--- src/rtl/plc_pkg.sv ---
package plc_pkg;
  typedef enum logic [1:0] {
    PD_IDLE = 2'd0,
    PD_LEAD = 2'd1,
    PD_LAG  = 2'd2
  } pd_state_e;
endpackage

--- src/rtl/plc_rst_sync.sv ---
module plc_rst_sync (
  input  logic clk,
  input  logic rst_n,
  output logic rst_sync_n
);
  logic [1:0] sync_q;

  always_ff @(posedge clk or negedge rst_n) begin
    if (!rst_n) sync_q <= 2'b00;
    else        sync_q <= {sync_q[0], 1'b1};
  end

  assign rst_sync_n = sync_q[1];
endmodule

--- src/rtl/plc_tracker.sv ---
// Tracks which strobe arrived first and counts cycles until the other one.
module plc_tracker
  import plc_pkg::*;
#(
  parameter int CNT_W = 4
) (
  input  logic             clk,
  input  logic             rst_n,
  input  logic             run,
  input  logic             fr,
  input  logic             fp,
  output logic             lead_o,
  output logic             lag_o,
  output logic             coin_o,
  output logic             pend_o,
  output logic             close_o,
  output logic [CNT_W-1:0] err_o
);
  localparam logic [CNT_W-1:0] CNT_MAX = '1;
  localparam logic [CNT_W-1:0] CNT_ONE = CNT_W'(1);

  pd_state_e        st_q, st_d;
  logic [CNT_W-1:0] cnt_q, cnt_d;
  logic             cnt_en;
  logic             coin_q, coin_d;

  always_comb begin
    st_d    = st_q;
    cnt_d   = cnt_q;
    cnt_en  = 1'b0;
    coin_d  = 1'b0;
    close_o = 1'b0;
    if (!run) begin
      st_d   = PD_IDLE;
      cnt_d  = '0;
      cnt_en = 1'b1;
    end else begin
      unique case (st_q)
        PD_IDLE: begin
          if (fr && fp) begin
            coin_d  = 1'b1;
            close_o = 1'b1;
          end else if (fr) begin
            st_d   = PD_LEAD;
            cnt_d  = CNT_ONE;
            cnt_en = 1'b1;
          end else if (fp) begin
            st_d   = PD_LAG;
            cnt_d  = CNT_ONE;
            cnt_en = 1'b1;
          end
        end
        PD_LEAD: begin
          if (fp) begin
            st_d    = PD_IDLE;
            close_o = 1'b1;
          end else begin
            cnt_d  = cnt_q + CNT_ONE;
            cnt_en = (cnt_q != CNT_MAX);
          end
        end
        PD_LAG: begin
          if (fr) begin
            st_d    = PD_IDLE;
            close_o = 1'b1;
          end else begin
            cnt_d  = cnt_q + CNT_ONE;
            cnt_en = (cnt_q != CNT_MAX);
          end
        end
        default: st_d = PD_IDLE;
      endcase
    end
  end

  always_ff @(posedge clk or negedge rst_n) begin
    if (!rst_n) begin
      st_q   <= PD_IDLE;
      cnt_q  <= '0;
      coin_q <= 1'b0;
    end else begin
      st_q   <= st_d;
      coin_q <= coin_d;
      if (cnt_en) cnt_q <= cnt_d;
    end
  end

  assign lead_o = (st_q == PD_LEAD);
  assign lag_o  = (st_q == PD_LAG);
  assign coin_o = coin_q;
  assign pend_o = (st_q != PD_IDLE);
  assign err_o  = pend_o ? cnt_q : '0;
endmodule

--- src/rtl/plc_lockdet.sv ---
// Lock indicator: fast drop on a large error, slow rise after a good run.
module plc_lockdet #(
  parameter int CNT_W  = 4,
  parameter int UP_TH  = 3,
  parameter int LO_TH  = 2,
  parameter int GOOD_N = 3
) (
  input  logic             clk,
  input  logic             rst_n,
  input  logic             run,
  input  logic             pend,
  input  logic             close,
  input  logic [CNT_W-1:0] err,
  output logic             locked_o
);
  localparam int               GOOD_W   = $clog2(GOOD_N + 1);
  localparam logic [GOOD_W-1:0] GOOD_TOP = GOOD_W'(GOOD_N);
  localparam logic [GOOD_W-1:0] GOOD_PRE = GOOD_W'(GOOD_N - 1);

  logic [GOOD_W-1:0] good_q, good_d;
  logic              locked_q, locked_d;
  logic              bad, good;

  assign bad  = pend && (err >= CNT_W'(UP_TH));
  assign good = close && (err <= CNT_W'(LO_TH));

  always_comb begin
    good_d   = good_q;
    locked_d = locked_q;
    if (!run || bad) begin
      good_d   = '0;
      locked_d = 1'b0;
    end else if (good) begin
      if (good_q != GOOD_TOP) good_d = good_q + GOOD_W'(1);
      if (good_q >= GOOD_PRE) locked_d = 1'b1;
    end else if (close) begin
      good_d = '0;
    end
  end

  always_ff @(posedge clk or negedge rst_n) begin
    if (!rst_n) begin
      good_q   <= '0;
      locked_q <= 1'b0;
    end else begin
      good_q   <= good_d;
      locked_q <= locked_d;
    end
  end

  assign locked_o = locked_q;
endmodule

--- src/rtl/plc_drive.sv ---
// Output stage: polarity, arming after wake, float control, monitor select.
module plc_drive (
  input  logic clk,
  input  logic rst_n,
  input  logic run,
  input  logic allow,
  input  logic sense,
  input  logic mon_sel,
  input  logic fr,
  input  logic fp,
  input  logic lead,
  input  logic lag,
  input  logic coin,
  input  logic close,
  input  logic locked,
  output logic up_o,
  output logic dn_o,
  output logic oe_o,
  output logic lock_o,
  output logic mon_o
);
  logic armed_q, armed_d;
  logic gate, ahead, behind;

  always_comb begin
    armed_d = armed_q;
    if (!run)       armed_d = 1'b0;
    else if (close) armed_d = 1'b1;
  end

  always_ff @(posedge clk or negedge rst_n) begin
    if (!rst_n) armed_q <= 1'b0;
    else        armed_q <= armed_d;
  end

  assign gate   = run && armed_q;
  assign ahead  = lead || coin;
  assign behind = lag || coin;
  assign up_o   = gate && (sense ? ahead : behind);
  assign dn_o   = gate && (sense ? behind : ahead);
  assign oe_o   = allow && (up_o ^ dn_o);
  assign lock_o = locked || !run;
  assign mon_o  = mon_sel ? (sense ? fr : fp) : lock_o;
endmodule

--- src/rtl/phase_lock_cmp.sv ---
module phase_lock_cmp #(
  parameter int CNT_W  = 4,
  parameter int UP_TH  = 3,
  parameter int LO_TH  = 2,
  parameter int GOOD_N = 3
) (
  input  logic clk,
  input  logic rst_n,
  input  logic ref_pulse,
  input  logic fb_pulse,
  input  logic run_en,
  input  logic drv_allow,
  input  logic lead_up,
  input  logic mon_timing,
  output logic pump_up,
  output logic pump_dn,
  output logic pump_oe,
  output logic lock_out,
  output logic mon_out
);
  logic             rst_i_n;
  logic             trk_lead, trk_lag, trk_coin, trk_pend, trk_close;
  logic [CNT_W-1:0] trk_err;
  logic             det_locked;

  plc_rst_sync u_rst (
    .clk        (clk),
    .rst_n      (rst_n),
    .rst_sync_n (rst_i_n)
  );

  plc_tracker #(.CNT_W(CNT_W)) u_trk (
    .clk     (clk),
    .rst_n   (rst_i_n),
    .run     (run_en),
    .fr      (ref_pulse),
    .fp      (fb_pulse),
    .lead_o  (trk_lead),
    .lag_o   (trk_lag),
    .coin_o  (trk_coin),
    .pend_o  (trk_pend),
    .close_o (trk_close),
    .err_o   (trk_err)
  );

  plc_lockdet #(
    .CNT_W(CNT_W), .UP_TH(UP_TH), .LO_TH(LO_TH), .GOOD_N(GOOD_N)
  ) u_det (
    .clk      (clk),
    .rst_n    (rst_i_n),
    .run      (run_en),
    .pend     (trk_pend),
    .close    (trk_close),
    .err      (trk_err),
    .locked_o (det_locked)
  );

  plc_drive u_drv (
    .clk     (clk),
    .rst_n   (rst_i_n),
    .run     (run_en),
    .allow   (drv_allow),
    .sense   (lead_up),
    .mon_sel (mon_timing),
    .fr      (ref_pulse),
    .fp      (fb_pulse),
    .lead    (trk_lead),
    .lag     (trk_lag),
    .coin    (trk_coin),
    .close   (trk_close),
    .locked  (det_locked),
    .up_o    (pump_up),
    .dn_o    (pump_dn),
    .oe_o    (pump_oe),
    .lock_o  (lock_out),
    .mon_o   (mon_out)
  );
endmodule

--- config.mk ---
export PLATFORM = sky130hd
export DESIGN_NAME = phase_lock_cmp
export DESIGN_NICKNAME = d
export VERILOG_FILES = /design/src/rtl/plc_pkg.sv /design/src/rtl/plc_rst_sync.sv /design/src/rtl/plc_tracker.sv /design/src/rtl/plc_lockdet.sv /design/src/rtl/plc_drive.sv /design/src/rtl/phase_lock_cmp.sv
export SDC_FILE = /design/constraint.sdc
export NUM_CORES = 1
export LEC_CHECK = 0
export BUFFER_PORTS_ARGS = -buffer_cell sky130_fd_sc_hd__buf_2
export CAP_MARGIN = 5
export CORE_UTILIZATION = 55
export DETAILED_ROUTE_END_ITERATION = 8
export GPL_TIMING_DRIVEN = 0
export PLACE_DENSITY = 0.74
export RECOVER_POWER = 25
export SETUP_SLACK_MARGIN = 0.05
export SYNTH_ARGS = -nofsm -noshare
export SYNTH_HDL_FRONTEND = slang
export SYNTH_SLANG_ARGS = --single-unit
export TNS_END_PERCENT = 20
--- constraint.sdc ---
create_clock -name clk -period 2 [get_ports clk]
set_input_delay 0.2 -clock clk [delete_from_list [all_inputs] [get_ports clk]]
set_output_delay 0.2 -clock clk [all_outputs]
set_load 0.005 [all_outputs]
==> results by stage <==
Outcome:
- The flow ran to the end, and the final reports show no timing, DRC or antenna violations.

Yosys:
- The synthesized design contains 13 register bits.
- The cell taking the most area after synthesis is dfrtp_1.
- The number of distinct standard cells referenced by the synthesized netlist is 31.
- Counting flops with an async set or reset pin after synthesis yields a share of 100.0%.
- The synthesized area per cell is about 9.0 µm².
- The post-synthesis simple-gate area fraction is 26.15%.
- The share of the synthesized area in the top cell type is 36.16%.
- After synthesis, the share of cell area in mux cells is between 2 and 2.5%.
- Sequential elements use a little over a third of the synthesized area.
- The adder-cell share of the synthesized area is approximately 14%.
- In this run the cell area of the synthesized design comes to 899.6 µm².
- After synthesis, the largest family of logic cells by area is simple AND/OR/NAND/NOR gates.
- The total of warnings raised by yosys is 0.
- Ranked by instance count, the synthesized netlist is headed by 14 x nor2_1, 13 x dfrtp_1, 10 x a21oi_1, 10 x ha_1.
- In the synthesized netlist the dominant register cell turns out to be dfrtp_1.
- By area the synthesized netlist is led by dfrtp_1 36%, ha_1 14%, nor2_1 5.8%, a21oi_1 5.6%, a2111oi_4 3.1%.
- The most common cell in the synthesized netlist is nor2_1.
- Summing the areas of all compound-gate instances in the mapped netlist gives 16.83% of the synthesized area.
- Counting flops with a built-in enable in the synthesized netlist gives 0.
- The xor and xnor area share after synthesis is less than 1%.
- The synthesized instance count is 100.
- The number of nets produced by synthesis is approximately 120.

Die:
- The die is 42.45 µm tall.
- The floorplan step defined a die boundary enclosing about 1800 µm².
- Measured along the x axis, the die boundary spans approximately 42 µm.
- The core region is ~1500 µm².
- The number of core rows is 14.
- The number of primary I/O pins is 13.
- The effective utilization at floorplan is between 50% and 60%.

CTS:
- Clock tree synthesis found a total of 13 sinks.
- The clock-pin transition on the worst setup and hold timing paths is 0.08 ns.
- The clock latency on the worst-skew pair is between 0.2 and 0.3 ns.
- The number of H-tree levels is 1.
- The CTS buffer count is 3.
- The root buffer cell chosen for the clock tree is clkbuf_4.
- The clock tree from TritonCTS is done.
- The buffer levels on the longest clock path is 2.

Final layout:
- Fill cells in the final layout number 120.
- Compared with the post-synthesis result, the final layout area differs by 20.03%.
- The antenna diode instance count is 0.
- The multi-input combinational cells in the finished layout cover a total of about 580 µm².
- The final net count is ~140.
- At the end of the flow the core is filled with cells to between 70% and 80%.
- Across the whole layout, storage elements account for between 300 and 400 µm².
- The non-filler instance count after layout is 136.
- In the final layout, the share of cells above drive strength 1 is 25.00%.

Pwr:
- The static leakage is 0.4985 nW.
- The total chip power is 0.0007211 W.
- Across the VDD grid, the largest voltage drop is 0.4596 mV.
- The total power divided by cell area is roughly 670 nW/µm².

Critical path:
- The critical path in this run is classified as flop to output port.
- For this design, the slowest cell found on the critical path is dfrtp_2.
- The worst register-to-register path begins at u_trk.st_q[0].
- The worst register-to-register path has a depth of 8.
- The critical path data arrival time is around 1.8 ns.
- The largest stage delay on the critical path is roughly 0.44 ns.
- The worst setup path is launched from a flop.
- The kind of end point of the critical path is an output port.
- Along the worst path, the maximum fanout reaches 4.
- The start point of the critical path is u_trk.st_q[0].
- STA puts the critical path data required time at around 1.8 ns.
- The critical path goes through inv_4, ha_4, nor2b_1, a211oi_2, nor2_1, xor2_1, and2_1, buf_2.

Detailed routing:
- The detailed-route wire length is roughly 1.9 mm.
- The starting DRC count in detailed routing is 14.
- Detailed routing inserted a total of roughly 800 vias.
- The count of nets left with antenna violations once routing finished came out at 0.
- In the routed design, unresolved DRC markers number 0.
- The routed length per instance is approximately 14 µm.
- Before antenna repair, the detailed router went through 4 iterations.
- The number of vias per cell is between 5 and 6.

Timing:
- The final-report hold violation count came to 0.
- Setup violations remaining at the end of the flow were counted as 0.
- Setup repair after global routing could not meet its margin everywhere.
- The clock arrives with between 0.002 and 0.0025 ns of skew.
- The sum of negative setup slack is 0 ns.
- The post-layout minimum cycle time is 1.976 ns.
- The share of the clock period used by the worst path after layout is between 90% and 100%.
- The post-route worst hold slack is 0.1794 ns.
- Timing would allow up to around 0.5 GHz.
- The max-slew violation total from the final report is 0.

Placed design:
- Detailed placement finished with a half-perimeter wire length of 1.379 mm.
- The number of port buffers is 12.
- The placed instance count is 128.
- The congestion estimate from routability-driven global placement came to between 0.7 and 0.8.

Global routing:
- The via count of the first global-routing pass came to about 760.
- Entering global routing, the biggest net connects 12 pins.
- The global-route wire length before repair is about 3.1 mm.
- The number of antenna violations at the first check in global routing is 0.
- In the global route stage, overall resource usage came out at 22.94%.
- The final global-route overflow total is 0.

Min path:
- The type of the most critical hold path is flop to asynchronous set/reset pin.

Run:
- The max capacitance violation total is 0.
## placed cells by master, fill, tap and decap left out, types with 3 or more instances in the layout
master    Yosys  final
inv_1         7      5
a21oi_1      10     10
nand2_1       7      6
nand3b_1      3      3
nand3_1       4      4
ha_1         10      8
buf_4         0      3
nor2_1       14     14
clkbuf_4      0      3
buf_2         0     11
nand2b_1      4      4
clkbuf_1      1      3
dfrtp_1      13     11
## flip-flops by register name, summed over array words and instances (netlist names)
name	count
u_rst.sync_q	2
u_det.good_q	2
u_trk.st_q	2
u_det.locked_o	1
u_trk.coin_o	1
u_trk.cnt_q	4
u_drv.armed_q	1
## per-layer routing
metal / track usage [%] / part of all wire (%) / vias up
li1: - / - / 390
met1: 26.94 / 42 / 388
met2: 40.62 / 54 / 22
met3: 2.586 / 3.3 / 2
met4: 11.88 / 0.92 / 0
met5: 0 / 0 / -
## final timing paths
path | end | slack (ns)
worst max-delay path | pump_oe | 0.02
worst min-delay path | u_trk.cnt_q[3] | 0.18
worst max register to register | u_trk.cnt_q[3] | 0.09
worst min register to register | u_trk.cnt_q[3] | 0.18
max in group asynchronous | u_trk.st_q[1] | 1.50
min in group clk | u_trk.cnt_q[0] | 0.19
## worst max-delay path, delay by kind of cell (launching register included)
kind                     cells  cell delay (ns)
flip-flops                   1             0.44
AND/OR/NAND/NOR              3             0.35
AO/OA/AOI/OAI                1             0.20
buffers and inverters        2             0.18
adder cells (fa/ha/maj)      1             0.17
XOR/XNOR                     1             0.16
## kinds of logic after synthesis
logic type,after synthesis
adder cells (fa/ha/maj),10
AND/OR/NAND/NOR,44
AO/OA/AOI/OAI,21
XOR/XNOR,1
flip-flops,13
other,1
buffers and inverters,8
multiplexers,2
## where the power goes
group | switching [W] | internal [W]
clock network | 0.0000835 | 0.0000773
logic | 0.000129 | 0.000116
registers | 0.0000299 | 0.000286
total | 0.000242 | 0.000479
## timing repair
item	4_1_cts	5_1_grt
setup endpoints to repair	3	5
buffers inserted	3	0
hold buffers	1	0
hold endpoints to repair	2	0
gates resized for setup	8	4
pin swaps	7	4
## stage by stage
stage               worst slack, ns  instance area [µm²]
floorplan                    0.1978                899.6
global placement            0.03697                979.7
detailed placement          0.01699                979.7
CTS                         0.02630                 1067
global route               -0.08014                 1080
finish                      0.02423                 1080
## final cells by class
type / count / area share (%)
Buffer: 1 / 0.3476
Clock buffer: 4 / 2.433
Inverter: 7 / 2.665
Multi-Input combinational cell: 79 / 53.88
Sequential cell: 13 / 30.36
Tap cell: 16 / 1.854
Timing Repair Buffer: 16 / 8.459
No activity file was read; power rests on OpenSTA's default activity.
